$ cat src/rtl/uart_bank_pkg.sv
package uart_bank_pkg;

  typedef enum logic [1:0] {
    MODE_OP    = 2'd0,
    MODE_CFG_A = 2'd1,
    MODE_CFG_B = 2'd2
  } acc_mode_e;

  localparam int OFS_DATA = 0;
  localparam int OFS_IER  = 1;
  localparam int OFS_FIFO = 2;
  localparam int OFS_LCR  = 3;
  localparam int OFS_MCR  = 4;
  localparam int OFS_LSR  = 5;
  localparam int OFS_MSR  = 6;
  localparam int OFS_SPR  = 7;

endpackage

$ cat src/rtl/bank_mode_decode.sv
module bank_mode_decode
  import uart_bank_pkg::*;
#(
  parameter int          DW          = 8,
  parameter logic [DW-1:0] CONF_B_CODE = 8'hBF
) (
  input  logic [DW-1:0] lcr,
  output acc_mode_e     mode
);

  always_comb begin
    if (!lcr[DW-1])             mode = MODE_OP;
    else if (lcr == CONF_B_CODE) mode = MODE_CFG_B;
    else                        mode = MODE_CFG_A;
  end

endmodule

$ cat src/rtl/bank_write_path.sv
module bank_write_path
  import uart_bank_pkg::*;
#(
  parameter int            DW            = 8,
  parameter int            AW            = 3,
  parameter int            ENH_BIT       = 4,
  parameter logic [DW-1:0] IER_LOCK_MASK = 8'h10,
  parameter logic [DW-1:0] MCR_LOCK_MASK = 8'hC0,
  parameter logic [DW-1:0] CONF_B_CODE   = 8'hBF
) (
  input  logic          clk,
  input  logic          rst,
  input  logic [AW-1:0] addr,
  input  logic          wr_en,
  input  logic [DW-1:0] wdata,
  input  acc_mode_e     mode,
  input  logic          tcr_sel,
  output logic [DW-1:0] lcr_q,
  output logic [DW-1:0] dll_q,
  output logic [DW-1:0] dlh_q,
  output logic [DW-1:0] ier_q,
  output logic [DW-1:0] fcr_q,
  output logic [DW-1:0] efr_q,
  output logic [DW-1:0] mcr_q,
  output logic [DW-1:0] tcr_q,
  output logic [DW-1:0] tlr_q,
  output logic [DW-1:0] spr_q,
  output logic          tx_strobe,
  output logic [DW-1:0] tx_data
);

  logic          enh;
  logic [DW-1:0] ier_next;
  logic [DW-1:0] mcr_next;

  assign enh = efr_q[ENH_BIT];

  // merge written value with held value on locked bits
  assign ier_next = (wdata & ~IER_LOCK_MASK) | ((enh ? wdata : ier_q) & IER_LOCK_MASK);
  assign mcr_next = (wdata & ~MCR_LOCK_MASK) | ((enh ? wdata : mcr_q) & MCR_LOCK_MASK);

  always_ff @(posedge clk) begin
    if (rst) begin
      lcr_q     <= '0;
      dll_q     <= '0;
      dlh_q     <= '0;
      ier_q     <= '0;
      fcr_q     <= '0;
      efr_q     <= '0;
      mcr_q     <= '0;
      tcr_q     <= '0;
      tlr_q     <= '0;
      spr_q     <= '0;
      tx_strobe <= 1'b0;
      tx_data   <= '0;
    end else begin
      tx_strobe <= 1'b0;
      if (wr_en) begin
        case (addr)
          AW'(OFS_DATA): begin
            if (mode == MODE_OP) begin
              tx_strobe <= 1'b1;
              tx_data   <= wdata;
            end else begin
              dll_q <= wdata;
            end
          end
          AW'(OFS_IER): begin
            if (mode == MODE_OP) ier_q <= ier_next;
            else                 dlh_q <= wdata;
          end
          AW'(OFS_FIFO): begin
            if (mode == MODE_CFG_B) efr_q <= wdata;
            else                    fcr_q <= wdata;
          end
          AW'(OFS_LCR): lcr_q <= wdata;
          AW'(OFS_MCR): begin
            if (mode != MODE_CFG_B) mcr_q <= mcr_next;
          end
          AW'(OFS_MSR): begin
            if (tcr_sel) tcr_q <= wdata;
          end
          AW'(OFS_SPR): begin
            if (tcr_sel) tlr_q <= wdata;
            else         spr_q <= wdata;
          end
          default: ;
        endcase
      end
    end
  end

  AST_IER_SLEEP_LOCK: assert property (@(posedge clk) disable iff (rst)
    !enh |=> ((ier_q & IER_LOCK_MASK) == ($past(ier_q) & IER_LOCK_MASK)));

  AST_MCR_HIGH_LOCK: assert property (@(posedge clk) disable iff (rst)
    !enh |=> ((mcr_q & MCR_LOCK_MASK) == ($past(mcr_q) & MCR_LOCK_MASK)));

  AST_EFR_ONLY_IN_B: assert property (@(posedge clk) disable iff (rst)
    (mode != MODE_CFG_B) |=> $stable(efr_q));

  AST_TX_ONLY_IN_OP: assert property (@(posedge clk) disable iff (rst)
    (mode != MODE_OP) |=> !tx_strobe);

  AST_MODE_B_CODE: assert property (@(posedge clk) disable iff (rst)
    (mode == MODE_CFG_B) |-> (lcr_q == CONF_B_CODE));

  AST_LCR_FOLLOWS: assert property (@(posedge clk) disable iff (rst)
    (wr_en && addr == AW'(OFS_LCR)) |=> (lcr_q == $past(wdata)));

endmodule

$ cat src/rtl/bank_read_mux.sv
module bank_read_mux
  import uart_bank_pkg::*;
#(
  parameter int DW = 8,
  parameter int AW = 3
) (
  input  logic          clk,
  input  logic          rst,
  input  logic [AW-1:0] addr,
  input  logic          rd_en,
  input  acc_mode_e     mode,
  input  logic          tcr_sel,
  input  logic [DW-1:0] lcr_q,
  input  logic [DW-1:0] dll_q,
  input  logic [DW-1:0] dlh_q,
  input  logic [DW-1:0] ier_q,
  input  logic [DW-1:0] efr_q,
  input  logic [DW-1:0] mcr_q,
  input  logic [DW-1:0] tcr_q,
  input  logic [DW-1:0] tlr_q,
  input  logic [DW-1:0] spr_q,
  input  logic [DW-1:0] iir_in,
  input  logic [DW-1:0] lsr_in,
  input  logic [DW-1:0] msr_in,
  input  logic [DW-1:0] rx_data,
  output logic [DW-1:0] rdata,
  output logic          rx_pop
);

  logic [DW-1:0] sel_data;
  logic          pop_now;

  always_comb begin
    sel_data = '0;
    pop_now  = 1'b0;
    case (addr)
      AW'(OFS_DATA): begin
        if (mode == MODE_OP) begin
          sel_data = rx_data;
          pop_now  = 1'b1;
        end else begin
          sel_data = dll_q;
        end
      end
      AW'(OFS_IER):  sel_data = (mode == MODE_OP) ? ier_q : dlh_q;
      AW'(OFS_FIFO): sel_data = (mode == MODE_CFG_B) ? efr_q : iir_in;
      AW'(OFS_LCR):  sel_data = lcr_q;
      AW'(OFS_MCR):  sel_data = (mode == MODE_CFG_B) ? '0 : mcr_q;
      AW'(OFS_LSR):  sel_data = lsr_in;
      AW'(OFS_MSR):  sel_data = tcr_sel ? tcr_q : msr_in;
      AW'(OFS_SPR):  sel_data = tcr_sel ? tlr_q : spr_q;
      default: ;
    endcase
  end

  always_ff @(posedge clk) begin
    if (rst) begin
      rdata  <= '0;
      rx_pop <= 1'b0;
    end else begin
      rx_pop <= rd_en & pop_now;
      if (rd_en) rdata <= sel_data;
    end
  end

  AST_RDATA_HOLD: assert property (@(posedge clk) disable iff (rst)
    !rd_en |=> $stable(rdata));

  AST_RX_POP_SOURCE: assert property (@(posedge clk) disable iff (rst)
    rx_pop |-> $past(rd_en && addr == AW'(OFS_DATA) && mode == MODE_OP));

  AST_B_HIDES_MCR: assert property (@(posedge clk) disable iff (rst)
    (rd_en && addr == AW'(OFS_MCR) && mode == MODE_CFG_B) |=> (rdata == '0));

endmodule

$ cat src/rtl/uart_bank_decoder.sv
module uart_bank_decoder
  import uart_bank_pkg::*;
#(
  parameter int            DW            = 8,
  parameter int            AW            = 3,
  parameter logic [DW-1:0] CONF_B_CODE   = 8'hBF,
  parameter int            ENH_BIT       = 4,
  parameter int            TCR_EN_BIT    = 6,
  parameter logic [DW-1:0] IER_LOCK_MASK = 8'h10,
  parameter logic [DW-1:0] MCR_LOCK_MASK = 8'hC0
) (
  input  logic          clk,
  input  logic          rst,
  input  logic [AW-1:0] bus_addr,
  input  logic          bus_wr,
  input  logic          bus_rd,
  input  logic [DW-1:0] bus_wdata,
  output logic [DW-1:0] bus_rdata,
  input  logic [DW-1:0] iir_in,
  input  logic [DW-1:0] lsr_in,
  input  logic [DW-1:0] msr_in,
  input  logic [DW-1:0] rx_data,
  output logic          rx_pop,
  output logic          tx_strobe,
  output logic [DW-1:0] tx_data,
  output logic [1:0]    cfg_mode,
  output logic [DW-1:0] lcr_q,
  output logic [DW-1:0] dll_q,
  output logic [DW-1:0] dlh_q,
  output logic [DW-1:0] ier_q,
  output logic [DW-1:0] fcr_q,
  output logic [DW-1:0] efr_q,
  output logic [DW-1:0] mcr_q,
  output logic [DW-1:0] tcr_q,
  output logic [DW-1:0] tlr_q
);

  acc_mode_e     mode;
  logic          tcr_sel;
  logic [DW-1:0] spr_q;

  assign tcr_sel  = efr_q[ENH_BIT] & mcr_q[TCR_EN_BIT];
  assign cfg_mode = mode;

  bank_mode_decode #(
    .DW(DW), .CONF_B_CODE(CONF_B_CODE)
  ) u_decode (
    .lcr  (lcr_q),
    .mode (mode)
  );

  bank_write_path #(
    .DW(DW), .AW(AW), .ENH_BIT(ENH_BIT),
    .IER_LOCK_MASK(IER_LOCK_MASK), .MCR_LOCK_MASK(MCR_LOCK_MASK),
    .CONF_B_CODE(CONF_B_CODE)
  ) u_write (
    .clk       (clk),
    .rst       (rst),
    .addr      (bus_addr),
    .wr_en     (bus_wr),
    .wdata     (bus_wdata),
    .mode      (mode),
    .tcr_sel   (tcr_sel),
    .lcr_q     (lcr_q),
    .dll_q     (dll_q),
    .dlh_q     (dlh_q),
    .ier_q     (ier_q),
    .fcr_q     (fcr_q),
    .efr_q     (efr_q),
    .mcr_q     (mcr_q),
    .tcr_q     (tcr_q),
    .tlr_q     (tlr_q),
    .spr_q     (spr_q),
    .tx_strobe (tx_strobe),
    .tx_data   (tx_data)
  );

  bank_read_mux #(
    .DW(DW), .AW(AW)
  ) u_read (
    .clk     (clk),
    .rst     (rst),
    .addr    (bus_addr),
    .rd_en   (bus_rd),
    .mode    (mode),
    .tcr_sel (tcr_sel),
    .lcr_q   (lcr_q),
    .dll_q   (dll_q),
    .dlh_q   (dlh_q),
    .ier_q   (ier_q),
    .efr_q   (efr_q),
    .mcr_q   (mcr_q),
    .tcr_q   (tcr_q),
    .tlr_q   (tlr_q),
    .spr_q   (spr_q),
    .iir_in  (iir_in),
    .lsr_in  (lsr_in),
    .msr_in  (msr_in),
    .rx_data (rx_data),
    .rdata   (bus_rdata),
    .rx_pop  (rx_pop)
  );

endmodule

$ cat config.mk
export PLATFORM = sky130hd
export DESIGN_NAME = uart_bank_decoder
export DESIGN_NICKNAME = d
export VERILOG_FILES = /design/src/rtl/uart_bank_pkg.sv /design/src/rtl/bank_mode_decode.sv /design/src/rtl/bank_write_path.sv /design/src/rtl/bank_read_mux.sv /design/src/rtl/uart_bank_decoder.sv
export SDC_FILE = /design/constraint.sdc
export NUM_CORES = 1
export LEC_CHECK = 0
export BUFFER_PORTS_ARGS = -buffer_cell sky130_fd_sc_hd__buf_4
export CAP_MARGIN = 5
export CELL_PAD_IN_SITES_DETAIL_PLACEMENT = 0
export CELL_PAD_IN_SITES_GLOBAL_PLACEMENT = 1
export CORE_ASPECT_RATIO = 0.5
export CORE_UTILIZATION = 41
export CTS_CLUSTER_SIZE = 20
export DETAILED_ROUTE_END_ITERATION = 6
export PLACE_DENSITY_LB_ADDON = 0.15
export SLEW_MARGIN = 20
export SYNTH_ARGS = -nofsm -noshare
export SYNTH_HDL_FRONTEND = slang
export SYNTH_SLANG_ARGS = --single-unit
$ cat constraint.sdc
create_clock -name clk -period 4.35 [get_ports clk]
set_clock_uncertainty 0.2 [all_clocks]
set_input_delay 0.6525 -clock clk [delete_from_list [all_inputs] [get_ports clk]]
set_output_delay 0.6525 -clock clk [all_outputs]
set_load 0.05 [all_outputs]
==> impl_metrics.csv <==
group,metric,value,unit
status,status,"finished, violations left",
status,violations,"DRC",
placed_design,gp_congestion,0.864,
placed_design,io_buffers,138,
hold_path,hp-start,"u_write.lcr_q[0]",
pwr,vdd_drop_max,188,µV
sta,fin_setup_tns,0,ps
layout,layout.cells.non_filler,773,
route,drtPass1Iterations,7,
route,drc,2,
cts,clk_path_buf_depth,2,
run,maxCapViolCount,0,
layout,register_area,1960,µm²
global_route,grt_usage,26.2,%
yosys,synth_flop_cell,"dfxtp_1",
yosys,synth_area,4650,µm²
placed_design,place_inst,757,
layout,final_net_count,670,
cts,cts.sinks,98,
route,drtAntennaViolNets,0,
global_route,grt_overflow_total,0,
sta,timing.final.crit_share,71.0,%
setup_path,cp.arrival,2240,ps
setup_path,worstSetupEndpoint,"cfg_mode[0]",
setup_path,startpoint_type,"flip-flop",
yosys,ys_ff_latch,98,
layout,area_growth,29.6,%
layout,diodes,0,
yosys,syn_inst,512,
sta,max_freq,324,MHz
route,drt-vias-per-instance,5.49,
yosys,syn_area_per_cell,9.08,µm²
layout,mostFrequentLayoutCells,"142 x buf_4, 98 x dfxtp_1, 79 x mux2i_1",
sta,setup_viol,0,
layout,fill_cells,1036,
setup_path,required,3500,ps
setup_path,cp-end-kind,"output port",
floorplan,floorplan.rows,27,
cts,cts_made_buffers,9,
route,num_vias,4240,
setup_path,reg2reg_depth,4,
yosys,yosys_warnings,0,
layout,layout-drive-gt1-share,28.0,%
setup_path,ff2ff_setup_slack,1920,ps
placed_design,dp_hpwl,11.0,mm
setup_path,r2r-start,"u_write.efr_q[4]",
cts,insertion_delay,340,ps
floorplan,ioPinCount,139,
global_route,antenna_found_initial,0,
setup_path,rr_endpoint,"u_read.rdata[6]",
route,wl,15.5,mm
yosys,synth_enable_flop_cells,0,
cts,cts-root-buf,"clkbuf_16",
yosys,synthDistinctLibCells,46,
route,drt_iter0_markers,324,
yosys,ys_seq_area_share,42.2,%
floorplan,fp.dieH,77.3,µm
setup_path,critPathLaunch,"u_write.lcr_q[7]",
floorplan,die_w,153,µm
layout,multi_input_area,2490,µm²
floorplan,start_util,42.2,%
global_route,grt_pass1_vias,3781,
sta,slew-limit-headroom,30.2,%
sta,min_period,3090,ps
setup_path,worstSetupPathType,"reg -> out",
sta,finalHoldViolCount,0,
sta,grt_setup_unrepaired,"no",
cts,post-cts-setup-buffers,0,
sta,tightestPinTransition,1050,ps
layout,layout_commonest_cell,"buf_4",
cts,cts_hold_buf,0,
sta,drv_slew,0,
cts,clk_pin_slew,70,ps
cts,cts_htree_levels,3,
route,wl_per_cell,20.0,µm
floorplan,core_area,11000,µm²
hold_path,hp-class,"reg -> reg",
pwr,power_density,331,nW/µm²
yosys,async_flop_share,0,%
setup_path,critPathMaxFanout,14,
cts,cts_tree,"yes",
floorplan,fp.dieArea,11800,µm²
global_route,grt_pass1_wl,23.1,mm
pwr,power_leakage,2.68,nW
cts,cts_resized,0,
yosys,synthesis.nets,559,
global_route,grt_max_degree,99,
==> worst max-delay path, cell delays in order, from the launching register on <==
cell and delay [ps]:
dfxtp_1 810, nand4_1 150, buf_4 250, nor2_2 360, nor2b_1 100, buf_4 210
==> per-layer routing <==
| layer | GRT usage (%) | part of all wire, % | vias up |
|---|---|---|---|
| li1 | - | - | 2039 |
| met1 | 39.3 | 50 | 2012 |
| met2 | 36.9 | 41 | 180 |
| met3 | 7.07 | 8.7 | 9 |
| met4 | 4.65 | 0.48 | 0 |
| met5 | 0 | 0 | - |
==> layout make-up <==
type	count	share of cell area, %
multi-input combinational	369	41.4
sequential	98	32.6
timing repair buffer	142	17.7
clock buffer	11	4.19
tap	145	3.01
clock inverter	5	1.02
inverter	3	0.187
==> synth_stat cells (2+ instances only) <==
cell	instances	share of area, %
nand2_1	48	3.9
a22oi_1	4	0.65
inv_1	3	0.24
a21bo_2	3	0.65
nand3_2	2	0.43
nor2_1	76	6.1
nand2b_1	6	0.81
a211oi_1	4	0.65
o221ai_1	3	0.57
a2111oi_0	3	0.57
nor3b_2	2	0.54
a221oi_1	2	0.38
a22o_1	4	0.75
a21oi_1	34	3.7
a41oi_1	4	0.75
nor2_2	3	0.40
and3_1	2	0.27
o211ai_2	2	0.54
clkbuf_1	27	2.2
o211a_1	8	1.7
o21ai_1	16	1.7
nor3_4	2	0.70
buf_4	3	0.48
mux2_1	13	3.1
buf_2	11	1.2
nand4_1	2	0.27
nand3_1	6	0.65
dfxtp_1	98	42
a211o_1	8	1.5
nor2b_1	8	1.1
mux2i_1	79	17
a31oi_1	12	1.6
==> power by group <==
| part | leakage (nW) | total [mW] | switching [mW] | internal (mW) |
|---|---|---|---|---|
| Clock | 0.156 | 0.844 | 0.363 | 0.481 |
| Combinational | 1.73 | 0.229 | 0.148 | 0.0813 |
| Sequential | 0.792 | 0.922 | 0.0123 | 0.910 |
==> cells by family after synthesis <==
logic type | after synthesis | share of synthesized area (%)
and+or+nand+nor | 166 | 16.9
DFF | 98 | 42.2
buffers and inverters | 45 | 4.33
AOI/OAI and AO/OA | 111 | 16.4
muxes | 92 | 20.2
==> worst min-delay path by stage <==
stage                        to  cells past startpoint
2_1_floorplan  u_write.spr_q[3]                      2
3_3_place_gp   u_write.spr_q[5]                      2
3_5_place_dp   u_write.spr_q[3]                      2
4_1_cts        u_write.lcr_q[0]                      2
5_1_grt        u_write.spr_q[3]                      2
6_report       u_write.lcr_q[0]                      2
==> through the flow <==
step | instance area (µm²) | hold WS [ps] | setup slack, ps | power (mW) | util, %
after detailed placement | 5710 | 284 | 1630 | 1.17 | 51.9
final | 6030 | 294 | 1260 | 2.00 | 54.7
after global placement | 5710 | 271 | 1630 | 1.17 | 51.9
after floorplan | 4650 | 254 | 1210 | 1.08 | -
after global routing | 6030 | 320 | 1160 | 2.06 | 54.7
after CTS | 6030 | 296 | 1300 | 2.00 | 54.7
Power figures use the tool's default switching activity.
